===== src/rtl/psl_pkg.sv =====
package psl_pkg;
    localparam int LANES  = 4;
    localparam int LANE_W = 8;
    localparam int WORD_W = LANES * LANE_W;
    localparam int OFF_W  = $clog2(LANES);

    typedef enum logic {
        MODE_BEGIN = 1'b0,
        MODE_END   = 1'b1
    } store_mode_e;

    typedef enum logic {
        STAGE_EMPTY = 1'b0,
        STAGE_FULL  = 1'b1
    } stage_state_e;
endpackage


===== src/rtl/psl_lane_map.sv =====
module psl_lane_map
    import psl_pkg::*;
#(
    parameter int N_LANES = LANES,
    parameter int L_W     = LANE_W,
    localparam int O_W    = $clog2(N_LANES),
    localparam int D_W    = N_LANES * L_W
) (
    input  logic [O_W-1:0] offset,
    input  store_mode_e    mode,
    input  logic [D_W-1:0] value,
    output logic [N_LANES-1:0] be,
    output logic [D_W-1:0] data,
    output logic           write,
    output logic           probe
);
    // Lane k holds address byte (N_LANES-1-k): big-endian lane order.
    for (genvar k = 0; k < N_LANES; k++) begin : g_lane
        localparam int BYTE_POS = N_LANES - 1 - k;
        logic at_or_after;
        assign at_or_after = (BYTE_POS >= int'(offset));
        always_comb begin
            unique case (mode)
                MODE_BEGIN: be[k] = at_or_after;
                MODE_END:   be[k] = !at_or_after;
            endcase
        end
        assign data[k*L_W +: L_W] = be[k] ? value[k*L_W +: L_W] : '0;
    end

    assign probe = (mode == MODE_END) && (offset == '0);
    assign write = !probe;

    always_comb begin
        a_r4_probe_only_empty: assert (!probe || be == '0);
        a_r6_write_nonempty:   assert (!write || be != '0);
    end
endmodule


===== src/rtl/psl_pipe_reg.sv =====
module psl_pipe_reg
    import psl_pkg::*;
#(
    parameter int W = 8
) (
    input  logic         clk,
    input  logic         rst_n,
    input  logic         in_valid,
    output logic         in_ready,
    input  logic [W-1:0] in_data,
    output logic         out_valid,
    input  logic         out_ready,
    output logic [W-1:0] out_data
);
    stage_state_e state_q, state_d;
    logic         load;
    logic         drain;

    always_comb begin
        in_ready  = (state_q == STAGE_EMPTY) || out_ready;
        out_valid = (state_q == STAGE_FULL);
    end

    assign load  = in_valid && in_ready;
    assign drain = out_valid && out_ready;

    always_comb begin
        state_d = state_q;
        unique case (state_q)
            STAGE_EMPTY: if (load) state_d = STAGE_FULL;
            STAGE_FULL:  if (drain && !load) state_d = STAGE_EMPTY;
        endcase
    end

    always_ff @(posedge clk or negedge rst_n) begin
        if (!rst_n) state_q <= STAGE_EMPTY;
        else        state_q <= state_d;
    end

    always_ff @(posedge clk or negedge rst_n) begin
        if (!rst_n)    out_data <= '0;
        else if (load) out_data <= in_data;
    end

    a_r8_hold_valid: assert property (@(posedge clk) disable iff (!rst_n)
        (out_valid && !out_ready) |=> out_valid);
    a_r8_hold_data: assert property (@(posedge clk) disable iff (!rst_n)
        (out_valid && !out_ready) |=> $stable(out_data));
endmodule


===== src/rtl/pstore_lane_unit.sv =====
module pstore_lane_unit
    import psl_pkg::*;
#(
    parameter int ADDR_W = 32,
    localparam int REQ_W = ADDR_W + 1 + WORD_W,
    localparam int RES_W = ADDR_W + LANES + WORD_W + 2
) (
    input  logic              clk,
    input  logic              rst_n,
    input  logic              req_valid,
    output logic              req_ready,
    input  logic [ADDR_W-1:0] req_addr,
    input  logic              req_end,
    input  logic [WORD_W-1:0] req_value,
    output logic              out_valid,
    input  logic              out_ready,
    output logic [ADDR_W-1:0] out_addr,
    output logic [LANES-1:0]  out_be,
    output logic [WORD_W-1:0] out_data,
    output logic              out_write,
    output logic              out_probe
);
    logic              held_valid, held_ready;
    logic [REQ_W-1:0]  held_req;
    logic [ADDR_W-1:0] held_addr;
    logic              held_end;
    logic [WORD_W-1:0] held_value;
    logic [LANES-1:0]  map_be;
    logic [WORD_W-1:0] map_data;
    logic              map_write, map_probe;
    logic [RES_W-1:0]  res_d, res_q;

    psl_pipe_reg #(.W(REQ_W)) u_req_stage (
        .clk      (clk),
        .rst_n    (rst_n),
        .in_valid (req_valid),
        .in_ready (req_ready),
        .in_data  ({req_addr, req_end, req_value}),
        .out_valid(held_valid),
        .out_ready(held_ready),
        .out_data (held_req)
    );

    assign {held_addr, held_end, held_value} = held_req;

    psl_lane_map u_map (
        .offset(held_addr[OFF_W-1:0]),
        .mode  (store_mode_e'(held_end)),
        .value (held_value),
        .be    (map_be),
        .data  (map_data),
        .write (map_write),
        .probe (map_probe)
    );

    assign res_d = {held_addr[ADDR_W-1:OFF_W], {OFF_W{1'b0}},
                    map_be, map_data, map_write, map_probe};

    psl_pipe_reg #(.W(RES_W)) u_res_stage (
        .clk      (clk),
        .rst_n    (rst_n),
        .in_valid (held_valid),
        .in_ready (held_ready),
        .in_data  (res_d),
        .out_valid(out_valid),
        .out_ready(out_ready),
        .out_data (res_q)
    );

    assign {out_addr, out_be, out_data, out_write, out_probe} = res_q;

    a_r1_aligned: assert property (@(posedge clk) disable iff (!rst_n)
        out_valid |-> (out_addr[OFF_W-1:0] == '0));
    a_r6_one_strobe: assert property (@(posedge clk) disable iff (!rst_n)
        out_valid |-> (out_write != out_probe));
    a_r8_full_backpressure: assert property (@(posedge clk) disable iff (!rst_n)
        (out_valid && !out_ready && held_valid) |-> !req_ready);
endmodule


===== config.mk =====
export PLATFORM = sky130hd
export DESIGN_NAME = pstore_lane_unit
export DESIGN_NICKNAME = d
export VERILOG_FILES = /design/src/rtl/psl_pkg.sv /design/src/rtl/psl_lane_map.sv /design/src/rtl/psl_pipe_reg.sv /design/src/rtl/pstore_lane_unit.sv
export SDC_FILE = /design/constraint.sdc
export NUM_CORES = 1
export LEC_CHECK = 0
export BUFFER_PORTS_ARGS = -buffer_cell sky130_fd_sc_hd__buf_2
export CORE_AREA = 2 2 106 108
export DETAILED_ROUTE_END_ITERATION = 16
export DIE_AREA = 0 0 108 110
export PLACE_DENSITY = 0.84
export SETUP_SLACK_MARGIN = 0.3
export SKIP_CTS_REPAIR_TIMING = 1
export SLEW_MARGIN = 10
export SYNTH_ARGS = -nofsm -noshare
export SYNTH_HDL_FRONTEND = slang
export SYNTH_HIERARCHICAL = 1
export SYNTH_SLANG_ARGS = --single-unit

===== constraint.sdc =====
create_clock -name clk -period 4 [get_ports clk]
set_clock_uncertainty 0.05 [all_clocks]
set_input_delay 0.4 -clock clk [delete_from_list [all_inputs] [get_ports clk]]
set_output_delay 0.4 -clock clk [all_outputs]
set_load 0.1 [all_outputs]

### After elaboration in Yosys (flattened, before gate mapping)

Index checks and enable logic that the tools add are counted.

| operators by class | value |
|---|---|
| reductions and logical operators | 15 |
| order comparisons | 3 |
| multiplexer cells | 14 |
| bitwise logic cells | 3 |

Operators by type and width:

| cell | count |
|---|---|
| 8-bit two-way mux | 4 |
| 1-bit case mux with 2 select lines | 6 |
| 1-bit logical AND | 6 |
| 1-bit logical NOT | 6 |
| 1-bit by 2-bit greater-or-equal comparator with 1-bit output (first input constant) | 2 |
| 1-bit two-way mux | 4 |
| 1-bit NOT | 3 |
| 2-bit greater-or-equal comparator (first input constant) | 1 |
| 2-bit logical NOT | 1 |
| 1-bit logical OR | 2 |

| word-level totals | value |
|---|---|
| output and inout port bits | 72 |
| word-level logic and storage cells | 39 |
| flip-flop bits (word level) | 135 |
| bits of input ports | 69 |

### Longest topological paths before layout

| logic depth | value |
|---|---|
| word-level depth | 8 |
| mapped depth | 6 |

### Modules after synthesis

Netlist, hierarchy kept.

By module, submodules not included:

| module | area each (um^2) | instances | cells each | sequential area each (um^2) |
|---|---|---|---|---|
| psl_pipe_reg (u_res_stage) | 2937.8 | 1 | 151 | 1776.7 |
| psl_pipe_reg (u_req_stage) | 2727.6 | 1 | 141 | 1651.6 |
| psl_lane_map | 452.9 | 1 | 61 | 0.0 |
| pstore_lane_unit | 3.8 | 1 | 1 | 0.0 |

### Worst setup path before layout

OpenSTA, ideal clock, no wires.

| timing path | value |
|---|---|
| path kind | flip-flop to flip-flop |
| start point | register u_res_stage.state_q, in the netlist u_res_stage/out_valid |
| end point | register u_req_stage.out_data[10] |
| arrival | 2124 ps |
| cell stages (with the launch flop) | 7 |
| buffers on the path | 2 |
| path slack | 1701 ps |
| setup time | 125 ps |
| data required time | 3825 ps |
| path through | dfrtp_1 -> nand2b_4 -> nand2b_4 -> nand2_4 -> buf_12 -> buf_12 -> mux2_4 |

| on the way | value |
|---|---|
| longest elaborated chain between the ends | 4 |

Ends and longest elaborated chain:

| item | line | source |
|---|---|---|
| start, declared | psl_pipe_reg.sv:15 | `stage_state_e state_q, state_d;` |
| start signal, assigned | psl_pipe_reg.sv:37 | `else state_q <= state_d;` |
| 1-bit NOT | -- |  |
| 1-bit logical OR | psl_pipe_reg.sv:20 | `in_ready = (state_q == STAGE_EMPTY) \|\| out_ready;` |
| via held_ready | pstore_lane_unit.sv:23 | `logic held_valid, held_ready;` |
| 1-bit logical OR | psl_pipe_reg.sv:20 |  |
| via req_ready | pstore_lane_unit.sv:11 | `output logic req_ready,` |
| 1-bit logical AND | psl_pipe_reg.sv:24 | `assign load = in_valid && in_ready;` |
| end signal, assigned | psl_pipe_reg.sv:42 | `else if (load) out_data <= in_data;` |
| end, declared | psl_pipe_reg.sv:13 | `output logic [W-1:0] out_data` |

The timed path passes the listed nets, and every way through them passes these cells.
A chain may end at the register's enable or synchronous reset.

### Worst setup path after layout

| timing path | value |
|---|---|
| start point | register u_res_stage.state_q, in the netlist u_res_stage/out_valid |
| end point | register u_req_stage.out_data[57] |

| on the way | value |
|---|---|
| longest elaborated chain between the ends | 4 |

Ends and longest elaborated chain:

| item | line |
|---|---|
| 1-bit NOT | -- |
| 1-bit logical OR | psl_pipe_reg.sv:20 |
| via held_ready | pstore_lane_unit.sv:23 |
| 1-bit logical OR | psl_pipe_reg.sv:20 |
| 1-bit logical AND | psl_pipe_reg.sv:24 |

The timed path passes the listed nets, and every way through them passes these cells.

==> flow_metrics.env <==
export IMPL_status="complete, no violations"
export IMPL_drt_pre_antenna_iters=4
export IMPL_synth_area_per_cell_sq_um=17.3
export IMPL_worstPathCellList="nand2b_4 -> nand2b_4 -> nand2_4 -> mux2_2"
export IMPL_yosys_area_top_type="dfrtp_1"
export IMPL_finalCriticalPeriod_ns=2.12
export IMPL_synth_edf_count=0
export IMPL_rr_startpoint="u_res_stage/out_valid"
export IMPL_max_cap_violations=0
export IMPL_core_area_sq_um=10700
export IMPL_drt_initial_drc_count=135
export IMPL_drt_total_wl_um=11200
export IMPL_slew_headroom=0.225
export IMPL_clk_pin_slew_ns=0.06
export IMPL_max_freq_mhz=473
export IMPL_syn_cell_area_sq_um=6120
export IMPL_routed_wl_met3_um=712
export IMPL_ys_top_cells_by_area="dfrtp_1 56%, mux2_4 29%, mux2_2 2.8%"
export IMPL_synth_most_common_cell="dfrtp_1"
export IMPL_grt_max_degree=67
export IMPL_clk_latency_ns=0.51
export IMPL_place_gp_congestion=0.735
export IMPL_top_layer_used="met4"
export IMPL_cts_root_buf="clkbuf_8"
export IMPL_diodes=0
export IMPL_synth_seq_area_share=0.560
export IMPL_fin_nets=569
export IMPL_reg2reg_to="u_req_stage/out_data[57]"
export IMPL_setup_tns_ns=0
export IMPL_ant_nets=0
export IMPL_numCtsBuffers=17
export IMPL_gr_total_overflow=0
export IMPL_regToRegSetupSlack_ns=1.88
export IMPL_synth_top_area_frac=0.560
export IMPL_synth_cell_types=22
export IMPL_worstPathArrival_ns=2.46
export IMPL_vias=3309
export IMPL_hold_viol_final=0
export IMPL_worstMarginPinSlew_ns=1.16
export IMPL_maxSlewViolCount=0
export IMPL_port_buffers=140
export IMPL_dieHeight_um=110
export IMPL_crit_top_cell="nand2b_4"
export IMPL_routed_via_density=5.08
export IMPL_rsz0062_at_grt="false"
export IMPL_finalSetupViolations=0
export IMPL_peakVddDrop_mv=0.417
export IMPL_wl_per_cell_um=17.1
export IMPL_critPathLaunchType="flip-flop"
export IMPL_netlist_instances=354
export IMPL_p_leak_nw=3.83
export IMPL_cts_tree="yes"
export IMPL_dp_hpwl_um=7490
export IMPL_hold_start="req_value[2]"
export IMPL_ys_ff_latch=137
export IMPL_cpPeakStageDelay_ns=0.82
export IMPL_die_area_sq_um=11900
export IMPL_worstRegToRegCells=4
export IMPL_hold_end="u_req_stage/out_data[2]"
export IMPL_worst_setup_path_type="reg -> reg"
export IMPL_crit_required_ns=4.34
export IMPL_synth_commonest_cells="137 x dfrtp_1, 120 x mux2_4, 16 x and2_1, 15 x mux2_2, 11 x buf_6"
export IMPL_p_per_area_nw_per_um2=806
export IMPL_hp_class="in -> reg"
export IMPL_async_flop_share=1.00
export IMPL_antenna_found_initial=0
export IMPL_dp_cells=619
export IMPL_ys_warnings_count=6
export IMPL_end_kind="flip-flop"
export IMPL_whs_path_depth=2
export IMPL_clock_sinks=137
export IMPL_grt_total_usage=0.204
export IMPL_grt_pass1_vias=3573
export IMPL_syn2layout_area_growth_pct=21.1
export IMPL_die_x_um=108
export IMPL_num_rows=38
export IMPL_cp_slowest_cell="nand2_4"
export IMPL_stdcell_count=652
export IMPL_wl_met2_um=5310
export IMPL_postLayoutCellArea_sq_um=7420
export IMPL_cts_path_max_buffers=2
export IMPL_yosys_most_used_dff="dfrtp_1"
export IMPL_cts_max_level=4
export IMPL_timing_final_crit_share=0.529
export IMPL_place_area_sq_um=6750
export IMPL_critPathLaunch="u_res_stage/out_valid"
export IMPL_initial_core_util=0.572
export IMPL_drcViolationCount=0
export IMPL_grt_pass1_wl_um=18200
export IMPL_ioPinCount=141
export IMPL_drive_gt1_frac=0.619
export IMPL_path_max_fanout=65
export IMPL_wl_met1_um=4940
## sequential cells by signal, summed over array words and instances (netlist names)
signal,flops
u_res_stage/out_data,70
u_req_stage/out_data,65
u_req_stage/out_valid,1
u_res_stage/out_valid,1
## cell usage in the layout (no fill, tap or decap), drive strengths merged
cell type and n:
buf 144, dfrtp 137, mux2 135, clkbuf 21, and2 17, nand2b 12, nand4 8, o21ai 8
bufinv 5, and2b 5, clkinv 4, nor2b 3, clkinvlp 2, inv 2, nand2 2, conb 2
xnor2 2, dlygate4sd3 1, nor2 1, ha 1
## critical path: cells and delay by family (launching register included)
family	cells	cell delay, ns
simple gates	3	1.07
mux	1	0.43
flops	1	0.40
## how the worst max path moves through the flow
stage,to,slack (ns),cells after the start
after floorplan,u_req_stage/out_data[10],1.70,6
after global placement,u_res_stage/out_data[23],1.76,5
after detailed placement,u_req_stage/out_data[57],1.70,5
after CTS,u_req_stage/out_data[57],1.87,4
after global routing,u_res_stage/out_data[30],1.77,3
final,u_req_stage/out_data[57],1.88,4
## stage by stage
stage | setup slack [ns] | utilization | power [mW] | hold WS [ns]
2_1_floorplan | 1.70 | - | 3.95 | 0.0544
3_3_place_gp | 1.76 | 0.631 | 4.27 | 0.370
3_5_place_dp | 1.70 | 0.631 | 4.31 | 0.376
4_1_cts | 1.87 | 0.692 | 6.03 | -0.183
5_1_grt | 1.77 | 0.693 | 6.20 | 0.0352
6_report | 1.88 | 0.693 | 5.98 | 0.0643
## where the power goes
part	internal, mW	switching [mW]	total [mW]
registers	1.68	0.198	1.88
logic	0.625	1.78	2.41
clock network	1.12	0.567	1.69
total	3.43	2.55	5.98
## kinds of logic (layout without fill, tap and decap cells)
family	count (synthesis)	count (layout)	share of synthesized area
and+or+nand+nor	48	48	0.0542
other	1	2	0.000613
xor gates and xnor gates	2	2	0.00715
buffers and inverters	22	179	0.0476
DFF	137	137	0.560
muxes	135	135	0.322
AOI/OAI and AO/OA	8	8	0.00654
adders and majority gates	1	1	0.00204
## cell type report
class / instances / area, sq um
clock inverters: 11 / 193
repair buffers: 145 / 747
flip-flops and latches: 137 / 3430
well taps: 140 / 175
clock buffers: 21 / 459
fillers: 725 / 3280
inverters: 2 / 7.51
multi-input cells: 196 / 2410
## routing by layer
metal,global-route usage,vias up
li1,-,1519
met1,0.270,1656
met2,0.308,115
met3,0.0653,19
met4,0.0952,0
met5,0,-
Note: power is estimated with default switching activity, not from simulation.
